--- src/rtl/swfc_pkg.sv ---
package swfc_pkg;
  // Two-bit selection code used by both halves of the mode field
  typedef enum logic [1:0] {
    FC_NONE = 2'b00,
    FC_SET2 = 2'b01,
    FC_SET1 = 2'b10,
    FC_BOTH = 2'b11
  } fc_sel_e;
endpackage

--- src/rtl/swfc_rx_match.sv ---
module swfc_rx_match
  import swfc_pkg::*;
#(
  parameter int  CW          = 8,
  parameter bit  HAS_SPECIAL = 1'b1
) (
  input  logic          clk,
  input  logic          rst_n,
  input  fc_sel_e       tx_sel,
  input  fc_sel_e       rx_sel,
  input  logic          mode_chg,
  input  logic [CW-1:0] xon1,
  input  logic [CW-1:0] xon2,
  input  logic [CW-1:0] xoff1,
  input  logic [CW-1:0] xoff2,
  input  logic          spec_en,
  input  logic [CW-1:0] spec_char,
  input  logic          rx_valid,
  input  logic [CW-1:0] rx_data,
  output logic          rx_fwd_valid,
  output logic [CW-1:0] rx_fwd_data,
  output logic          rx_fc_hit,
  output logic          spec_hit,
  output logic          tx_halt
);

  logic pend_on_q, pend_off_q, pend_on_v, pend_off_v, pend_on_n, pend_off_n;
  logic halt_q, halt_n;
  logic fwd_q, hit_q;
  logic [CW-1:0] data_q;
  logic m_on1, m_on2, m_off1, m_off2;
  logic seq_mode, hit_on, hit_off;

  assign m_on1  = (rx_data == xon1);
  assign m_on2  = (rx_data == xon2);
  assign m_off1 = (rx_data == xoff1);
  assign m_off2 = (rx_data == xoff2);

  always_comb begin
    pend_on_v  = pend_on_q  & ~mode_chg;
    pend_off_v = pend_off_q & ~mode_chg;
    seq_mode   = (rx_sel == FC_BOTH) && ((tx_sel == FC_BOTH) || (tx_sel == FC_NONE));
    hit_on     = 1'b0;
    hit_off    = 1'b0;
    case (rx_sel)
      FC_SET1: begin hit_on = m_on1; hit_off = m_off1; end
      FC_SET2: begin hit_on = m_on2; hit_off = m_off2; end
      FC_BOTH: begin
        if (seq_mode) begin
          hit_on  = pend_on_v  & m_on2;
          hit_off = pend_off_v & m_off2;
        end else begin
          hit_on  = m_on1  | m_on2;
          hit_off = m_off1 | m_off2;
        end
      end
      default: ;
    endcase
    hit_on  = hit_on  & rx_valid;
    hit_off = hit_off & rx_valid;

    pend_on_n  = pend_on_v;
    pend_off_n = pend_off_v;
    if (!seq_mode) begin
      pend_on_n  = 1'b0;
      pend_off_n = 1'b0;
    end else if (rx_valid) begin
      // a character that does not complete a pair is tried as a fresh first
      pend_on_n  = ~(hit_on | hit_off) & m_on1;
      pend_off_n = ~(hit_on | hit_off) & m_off1;
    end

    halt_n = halt_q;
    if (rx_sel == FC_NONE) halt_n = 1'b0;
    else if (hit_off)      halt_n = 1'b1;
    else if (hit_on)       halt_n = 1'b0;
  end

  always_ff @(posedge clk or negedge rst_n) begin
    if (!rst_n) begin
      pend_on_q  <= 1'b0;
      pend_off_q <= 1'b0;
      halt_q     <= 1'b0;
      fwd_q      <= 1'b0;
      hit_q      <= 1'b0;
    end else begin
      pend_on_q  <= pend_on_n;
      pend_off_q <= pend_off_n;
      halt_q     <= halt_n;
      fwd_q      <= rx_valid & ~(hit_on | hit_off);
      hit_q      <= hit_on | hit_off;
    end
  end

  always_ff @(posedge clk or negedge rst_n) begin
    if (!rst_n)        data_q <= '0;
    else if (rx_valid) data_q <= rx_data;
  end

  generate
    if (HAS_SPECIAL) begin : g_spec
      logic spec_q;
      always_ff @(posedge clk or negedge rst_n) begin
        if (!rst_n) spec_q <= 1'b0;
        else        spec_q <= rx_valid & spec_en & (rx_data == spec_char);
      end
      assign spec_hit = spec_q;
    end else begin : g_nospec
      logic unused_spec;
      assign unused_spec = spec_en ^ (^spec_char);
      assign spec_hit    = 1'b0;
    end
  endgenerate

  assign rx_fwd_valid = fwd_q;
  assign rx_fwd_data  = data_q;
  assign rx_fc_hit    = hit_q;
  assign tx_halt      = halt_q;

endmodule

--- src/rtl/swfc_tx_insert.sv ---
module swfc_tx_insert
  import swfc_pkg::*;
#(
  parameter int CW = 8
) (
  input  logic          clk,
  input  logic          rst_n,
  input  fc_sel_e       tx_sel,
  input  logic [CW-1:0] xon1,
  input  logic [CW-1:0] xon2,
  input  logic [CW-1:0] xoff1,
  input  logic [CW-1:0] xoff2,
  input  logic          tx_halt,
  input  logic          fc_req_valid,
  input  logic          fc_req_xoff,
  output logic          fc_req_ready,
  input  logic          data_valid,
  input  logic [CW-1:0] data_in,
  output logic          data_ready,
  output logic          out_valid,
  output logic [CW-1:0] out_data,
  input  logic          out_ready
);

  logic [1:0]    cnt_q, cnt_n, n_chars;
  logic [CW-1:0] slot0_q, slot1_q, slot0_n, slot1_n, first_c, second_c;
  logic          pending, accept, fire, slot_en;

  always_comb begin
    pending  = (cnt_q != 2'd0);
    accept   = fc_req_valid & ~pending;
    fire     = pending & out_ready;
    second_c = fc_req_xoff ? xoff2 : xon2;
    first_c  = fc_req_xoff ? xoff1 : xon1;
    if (tx_sel == FC_SET2) first_c = second_c;
    case (tx_sel)
      FC_NONE: n_chars = 2'd0;
      FC_BOTH: n_chars = 2'd2;
      default: n_chars = 2'd1;
    endcase

    cnt_n   = cnt_q;
    slot0_n = slot0_q;
    slot1_n = slot1_q;
    slot_en = 1'b0;
    if (accept) begin
      cnt_n   = n_chars;
      slot0_n = first_c;
      slot1_n = second_c;
      slot_en = 1'b1;
    end else if (fire) begin
      cnt_n   = cnt_q - 2'd1;
      slot0_n = slot1_q;
      slot_en = 1'b1;
    end
  end

  always_ff @(posedge clk or negedge rst_n) begin
    if (!rst_n) cnt_q <= 2'd0;
    else        cnt_q <= cnt_n;
  end

  always_ff @(posedge clk or negedge rst_n) begin
    if (!rst_n) begin
      slot0_q <= '0;
      slot1_q <= '0;
    end else if (slot_en) begin
      slot0_q <= slot0_n;
      slot1_q <= slot1_n;
    end
  end

  assign fc_req_ready = ~pending;
  assign out_valid    = pending | (data_valid & ~tx_halt);
  assign out_data     = pending ? slot0_q : data_in;
  assign data_ready   = ~pending & ~tx_halt & out_ready;

endmodule

--- src/rtl/swfc_engine.sv ---
module swfc_engine
  import swfc_pkg::*;
#(
  parameter int CW          = 8,
  parameter bit HAS_SPECIAL = 1'b1
) (
  input  logic          clk,
  input  logic          rst_n,
  input  logic [3:0]    mode,
  input  logic [CW-1:0] xon1,
  input  logic [CW-1:0] xon2,
  input  logic [CW-1:0] xoff1,
  input  logic [CW-1:0] xoff2,
  input  logic          spec_en,
  input  logic [CW-1:0] spec_char,
  input  logic          rx_valid,
  input  logic [CW-1:0] rx_data,
  output logic          rx_fwd_valid,
  output logic [CW-1:0] rx_fwd_data,
  output logic          rx_fc_hit,
  output logic          spec_hit,
  output logic          tx_halt,
  input  logic          fc_req_valid,
  input  logic          fc_req_xoff,
  output logic          fc_req_ready,
  input  logic          data_valid,
  input  logic [CW-1:0] data_in,
  output logic          data_ready,
  output logic          out_valid,
  output logic [CW-1:0] out_data,
  input  logic          out_ready
);

  logic [1:0] rst_sync_q;
  logic       rst_int_n;
  logic [3:0] mode_q;
  logic       mode_chg;
  fc_sel_e    tx_sel, rx_sel;

  // asynchronous assertion, synchronous release
  always_ff @(posedge clk or negedge rst_n) begin
    if (!rst_n) rst_sync_q <= 2'b00;
    else        rst_sync_q <= {rst_sync_q[0], 1'b1};
  end
  assign rst_int_n = rst_sync_q[1];

  always_ff @(posedge clk or negedge rst_int_n) begin
    if (!rst_int_n) mode_q <= 4'd0;
    else            mode_q <= mode;
  end

  assign mode_chg = (mode != mode_q);
  assign tx_sel   = fc_sel_e'(mode[3:2]);
  assign rx_sel   = fc_sel_e'(mode[1:0]);

  swfc_rx_match #(.CW(CW), .HAS_SPECIAL(HAS_SPECIAL)) u_rx (
    .clk          (clk),
    .rst_n        (rst_int_n),
    .tx_sel       (tx_sel),
    .rx_sel       (rx_sel),
    .mode_chg     (mode_chg),
    .xon1         (xon1),
    .xon2         (xon2),
    .xoff1        (xoff1),
    .xoff2        (xoff2),
    .spec_en      (spec_en),
    .spec_char    (spec_char),
    .rx_valid     (rx_valid),
    .rx_data      (rx_data),
    .rx_fwd_valid (rx_fwd_valid),
    .rx_fwd_data  (rx_fwd_data),
    .rx_fc_hit    (rx_fc_hit),
    .spec_hit     (spec_hit),
    .tx_halt      (tx_halt)
  );

  swfc_tx_insert #(.CW(CW)) u_tx (
    .clk          (clk),
    .rst_n        (rst_int_n),
    .tx_sel       (tx_sel),
    .xon1         (xon1),
    .xon2         (xon2),
    .xoff1        (xoff1),
    .xoff2        (xoff2),
    .tx_halt      (tx_halt),
    .fc_req_valid (fc_req_valid),
    .fc_req_xoff  (fc_req_xoff),
    .fc_req_ready (fc_req_ready),
    .data_valid   (data_valid),
    .data_in      (data_in),
    .data_ready   (data_ready),
    .out_valid    (out_valid),
    .out_data     (out_data),
    .out_ready    (out_ready)
  );

endmodule

--- config.mk ---
export PLATFORM = sky130hd
export DESIGN_NAME = swfc_engine
export DESIGN_NICKNAME = d
export VERILOG_FILES = /design/src/rtl/swfc_pkg.sv /design/src/rtl/swfc_rx_match.sv /design/src/rtl/swfc_tx_insert.sv /design/src/rtl/swfc_engine.sv
export SDC_FILE = /design/constraint.sdc
export NUM_CORES = 1
export LEC_CHECK = 0
export BUFFER_PORTS_ARGS = -buffer_cell sky130_fd_sc_hd__buf_2
export CAP_MARGIN = 40
export CORE_ASPECT_RATIO = 1.4
export CORE_UTILIZATION = 48
export DETAILED_ROUTE_END_ITERATION = 16
export PLACE_DENSITY = 0.78
export SETUP_SLACK_MARGIN = 0.2
export SYNTH_ARGS = -nofsm -noshare
export SYNTH_HDL_FRONTEND = slang
export SYNTH_SLANG_ARGS = --single-unit
--- constraint.sdc ---
create_clock -name clk -period 2.25 [get_ports clk]
set_input_delay 0.3375 -clock clk [delete_from_list [all_inputs] [get_ports clk]]
set_output_delay 0.3375 -clock clk [all_outputs]
set_load 0.02 [all_outputs]
==> Word-level counts from Yosys, hierarchy flattened <==
Index checks and enable logic that the tools add are counted.
Widths: inputs -> output; s select.
{ "op_classes": {"eq_ne": 11, "n_bitwise": 24, "add_sub_neg": 1, "n_reduce_logical": 9, "muxes": 22} }
{ "op_table": {"columns": ["cell", "count"], "rows": [
  ["$mux 8", 6],
  ["$eq 8x8->1", 5],
  ["$and 1x1->1", 16],
  ["$mux 1", 11],
  ["$eq 2x2->1 const B", 3],
  ["$pmux 1 s3", 2],
  ["$eq 2x1->1 const B", 2],
  ["$logic_not 2->1", 2],
  ["$mux 2", 2],
  ["$ne 4x4->1", 1],
  ["$not 1->1", 4],
  ["$or 1x1->1", 4],
  ["$pmux 2 s2", 1],
  ["$reduce_and 2->1", 2],
  ["$reduce_bool 2->1", 2],
  ["$reduce_bool 3->1", 1],
  ["$sub 2x1->2 const B", 1],
  ["$logic_and 1x1->1", 1],
  ["$logic_or 1x1->1", 1]
]} }
{ "word_totals": {"elab_cells": 79, "regBits": 38, "output_inout_bits": 23, "input_bits": 68} }

==> Logic depth before layout (Yosys ltp) <==
{ "logic_depth": {"word_depth": 12, "ltp_mapped": 8} }

==> Cells and area by module <==
From an unflattened synthesis, not the netlist that was laid out.
{ "unflattened": {"hier_cells": 253, "area_unflattened_um2": 2722.6} }
{ "modules_own_cells": {"columns": ["module", "n_inst", "area_each_um2", "cells_per_inst"], "rows": [
  ["swfc_tx_insert", 1, 1368.8, 130],
  ["swfc_rx_match", 1, 1158.6, 111],
  ["swfc_engine", 1, 195.2, 12]
]} }

==> Worst setup path before layout <==
Ideal clock, no wire load.
{ "synth_timing": {"path_kind": "reg-to-reg", "from": "register u_tx.cnt_q[0]", "to": "register u_tx.slot0_q[7]", "arrival_ns": 1.885, "synth_period_minus_slack_ns": 2.011, "path_stages_with_launch": 8, "slack_ns": 0.239, "setup_ns": 0.126, "cell_sequence": "dfrtp_1 inv_1 ha_1 buf_2 mux2i_2 buf_2 nor2_1 a221o_1"} }
{ "synth_between": {"elab_chain_cells": 5} }
{ "synth_lines": {"columns": ["element", "line_no", "source"], "rows": [
  ["start, declared", "swfc_tx_insert.sv:25", "logic [1:0] cnt_q, cnt_n, n_chars;"],
  ["start signal, assigned", "swfc_tx_insert.sv:60", "else cnt_q <= cnt_n;"],
  ["$reduce_bool 2->1 (*)", "swfc_tx_insert.sv:30", "pending = (cnt_q != 2'd0);"],
  ["$not 1->1 (*)", null, null],
  ["via fc_req_ready", "swfc_engine.sv:25", "output logic fc_req_ready,"],
  ["$and 1x1->1 (*)", "swfc_tx_insert.sv:31", "accept = fc_req_valid & ~pending;"],
  ["$reduce_bool 2->1 (no line) or $mux 1 (tied branches)", null, null],
  ["$reduce_and 2->1 (no line)", null, null],
  ["end signal, assigned", "swfc_tx_insert.sv:68", "slot0_q <= slot0_n;"],
  ["end, declared", "swfc_tx_insert.sv:26", "logic [CW-1:0] slot0_q, slot1_q, slot0_n, slot1_n, first_c, second_c;"]
]} }
Mark *: on every way through the listed nets, which the timed path passes. The rest lies on a longest branch.
A chain may end at the register's enable or synchronous reset.

==> Final worst setup path <==
{ "layout_timing": {"from": "register u_tx.cnt_q[0]", "to": "output port out_data[4]"} }
{ "layout_between": {"elab_chain_cells": 2} }
{ "layout_lines": {"columns": ["element", "line_no", "source"], "rows": [
  ["$reduce_bool 2->1", "swfc_tx_insert.sv:30", null],
  ["$mux 8", "swfc_tx_insert.sv:75", "assign out_data = pending ? slot0_q : data_in;"],
  ["end, declared", "swfc_engine.sv:30", "output logic [CW-1:0] out_data,"]
]} }
Every way passes these cells.

==> PnR_summary.wiki <==
{| class="wikitable"
! Metric !! Value
|-
| Cells after synthesis || between 200 and 300
|-
| Dominant cell type by area after synthesis || dfrtp_1
|-
| Layout net count || 406
|-
| First DRT Iteration DRCs || 65
|-
| Yosys synthesis warning count || 0
|-
| Final non-filler cell total || 400
|-
| Max VDD drop || 0.509 mV
|-
| Fin crit period || 1.94 ns
|-
| Max layer used || met4
|-
| Root Buffer Master || clkbuf_8
|-
| CTS H-tree lvls || 2
|-
| Share of the synthesized area in the top cell type || 0.381
|-
| Post-synthesis sequential element count || 38
|-
| Setup TNS || 0 ns
|-
| Crit path launch type || flip-flop
|-
| Lkg Pwr || 1.52 nW
|-
| Crit end category || primary output
|-
| Pin count of the biggest net entering global routing || 37
|-
| Area growth, synth to finish || 26.5%
|-
| Layout cells sized above 1 || 0.384
|-
| Proportion of register bits with asynchronous set or reset after synthesis || 1.00
|-
| Layout Cell Area excl Fill || 3160 um^2
|-
| Library cell with the highest instance count after synthesis || dfrtp_1
|-
| Remaining number of nets flagged by the antenna check after routing || 0
|-
| Clock buffer depth || 2
|-
| Full die area || 5500 um^2
|-
| Fin. Hold Viols || 0
|-
| Remaining max-slew budget at the tightest pin || 0.626
|-
| Power density of the placed cells || 925 nW/um^2
|-
| Wire length of the first global-routing pass || 10.0 mm
|-
| Wire length the detailed router placed on met1 || 2.47 mm
|-
| Critical path required time || around 1.9 ns
|-
| Number of sinks on the clock net || 38
|-
| Effective utilization at floorplan || 0.508
|-
| Delay of the slowest critical-path stage || 0.40 ns
|-
| Total wire length after detailed routing || 6.10 mm
|-
| DRC violations left || 0
|-
| Max Fclk || 516 MHz
|-
| Post-DP HPWL || around 4.7 mm
|-
| HP Class || input port to flip-flop
|-
| Seq/Total Area, Yosys || 0.381
|-
| Data arrival time at the worst-slack endpoint || 1.60 ns
|-
| Placement-stage cell area || a little under 3000 um^2
|-
| Max stage delay cell, worst path || dfrtp_1
|-
| Nets in the synthesized netlist || 321
|-
| Post-synth top cells || dfrtp_1 (38), xor2_1 (22), nand2_1 (20), xnor2_1 (20), mux2i_1 (17)
|-
| Number of placed I/O pins || 91
|-
| WL per Instance || 15.2 um
|-
| Count of port buffers added during placement || 90
|-
| Die X-Extent || 63.0 um
|-
| Maximum fanout along the worst path || 8
|-
| Mean cell area of the mapped netlist || about 10 um^2
|-
| Initial antenna violation count || 0
|-
| EDFF count, synth || 0
|-
| Total grt overflow || 0
|-
| Actual transition at the worst max-transition pin || around 0.56 ns
|-
| Post-route fraction of the period consumed by the critical path || 0.861
|-
| Count of placed standard cells including taps || 388
|-
| Cts bufs inserted || 5
|-
| N_diodes || 0
|-
| Synth Cell Area || 2500 um^2
|-
| Source-to-sink clock delay at the later pin of the worst-skew pair || roughly 0.30 ns
|-
| First-pass detailed-route iteration total || 4
|-
| Core utilization of the finished layout || 0.643
|-
| Vertical die dimension || 87.4 um
|-
| Overall power of the completed layout || between 0.002 and 0.003 W
|-
| Detail Route met2 WL || ~3 mm
|-
| Wire length on met3 || 354 um
|-
| Kind of cell adding the most delay to the critical path || flip-flops
|-
| Most area-consuming cells after synthesis || dfrtp_1 (38%), xor2_1 (7.7%), mux2_2 (7.2%)
|-
| Weighted congestion reported at the end of routability-driven placement || 0.878
|-
| Overall track demand over capacity in global routing || 0.236
|-
| RSZ-0062 raised after global routing || false
|-
| Rows || 30
|-
| CTS tree || done
|-
| Setup violations, final || 0
|-
| Final-layout fill cell count || 411
|-
| Combined buffer and inverter count along the critical path || 3
|-
| Via count of the first global-routing pass || 2219
|-
| Max-capacitance violation count || 0
|-
| Yosys cell types || 36
|-
| Clock transition time at the flip-flop clock pins of the worst setup and hold paths || 0.08 ns
|-
| Final Max Slew Viols || 0
|-
| Via count || 2177
|-
| Cell-by-cell trace of the critical path || inv_1 -> ha_4 -> buf_12 -> mux2_2 -> buf_2
|-
| Post-synth top flop || dfrtp_1
|-
| Area of the core region || approximately 4900 um^2
|-
| Result of the run || completed
|-
| Via-to-Cell Ratio || 5.44
|-
| Setup clock skew after layout || 0.00549 ns
|-
| Setup CP Type || flip-flop to primary output
|}
-- metrics by stage --
step	setup WS, ns	hold slack [ns]
4_1_cts	0.251	0.201
5_1_grt	0.237	0.198
6_report	0.313	0.205
2_1_floorplan	0.239	0.0419
3_3_place_gp	0.431	0.123
3_5_place_dp	0.375	0.125
-- routing by layer --
metal  track usage  vias to the layer above
li1              -                     1053
met1         0.255                     1011
met2         0.416                       91
met3        0.0484                       22
met4         0.152                        0
met5             0                        -
-- state kept, by name, indices dropped and copies added, names as in the netlist --
signal / count
u_rx.rx_fwd_data: 8
u_tx.cnt_q: 2
u_tx.slot0_q: 8
u_tx.slot1_q: 8
u_rx.pend_off_q: 1
u_rx.pend_on_q: 1
u_rx.rx_fwd_valid: 1
mode_q: 4
u_rx.rx_fc_hit: 1
u_rx.spec_hit: 1
rst_sync_q: 2
u_rx.tx_halt: 1
-- path summary, 6_finish.rpt --
path                                       end          start  slack, ns  depth (start not counted)
max                                out_data[4]  u_tx.cnt_q[0]       0.31                          5
min in group asynchronous  u_rx.rx_fwd_data[7]  rst_sync_q[1]       0.28                          1
max in group asynchronous      u_tx.slot1_q[4]  rst_sync_q[1]       1.64                          1
max reg2reg                    u_tx.slot0_q[6]  u_tx.cnt_q[0]       0.49                          8
min                                  mode_q[2]        mode[2]       0.20                          1
min reg2reg                u_rx.rx_fwd_data[7]  rst_sync_q[1]       0.28                          1
-- cell families (layout without fill, tap and decap cells) --
| family | Yosys count | in the layout | synth area share |
|---|---|---|---|
| flops | 38 | 38 | 0.381 |
| other cells | 1 | 1 | 0.00150 |
| compound gates | 40 | 40 | 0.113 |
| buf+inv | 27 | 113 | 0.0551 |
| mux | 34 | 34 | 0.146 |
| fa+ha+maj | 3 | 3 | 0.0150 |
| simple gates | 62 | 62 | 0.123 |
| xor+xnor | 45 | 45 | 0.167 |
-- cells in the final DEF (no fill, tap or decap), drive strengths merged, types with 2 or more instances in the layout --
| master | instances |
|---|---|
| nor4 | 9 |
| nor2 | 11 |
| nand2 | 20 |
| o41ai | 2 |
| mux2 | 16 |
| nor3 | 9 |
| nand3 | 3 |
| ha | 3 |
| o21a | 2 |
| buf | 97 |
| clkbuf | 6 |
| nand4 | 6 |
| inv | 7 |
| o21ai | 14 |
| xnor2 | 23 |
| a21oi | 9 |
| dfrtp | 38 |
| bufinv | 2 |
| xor2 | 22 |
| mux2i | 18 |
| a221o | 8 |
-- worst register-to-register path, delay by kind of cell (launching register included) --
family,cells,cell delay (ns)
DFF,1,0.40
buffers and inverters,3,0.44
adders and majority gates,1,0.19
AOI/OAI and AO/OA,2,0.52
and+or+nand+nor,2,0.10
-- where the power goes --
group          total (W)  leakage, nW  switching (W)  internal, W
Clock           0.000734       0.0714       0.000261     0.000473
Combinational    0.00126        0.977       0.000654     0.000601
Sequential      0.000936        0.472      0.0000881     0.000848
Total            0.00293         1.52        0.00100      0.00192
-- repair_timing --
action	CTS	global route
endpoints found under the hold margin	2	0
buffers inserted	0	3
pin swaps	0	1
endpoints found under the setup margin	8	7
gates resized for setup	2	0
hold buffers	1	0
-- final cells by class --
cell class | count | area (um^2) | share of cell area
multi-input combinational | 185 | 1420 | 0.450
sequential | 38 | 951 | 0.301
timing repair buffer | 98 | 538 | 0.170
clock buffer | 6 | 82.6 | 0.0261
tap | 64 | 80.1 | 0.0253
clock inverter | 2 | 60.1 | 0.0190
inverter | 7 | 26.3 | 0.00831
Note: power is estimated with default switching activity, not from simulation.
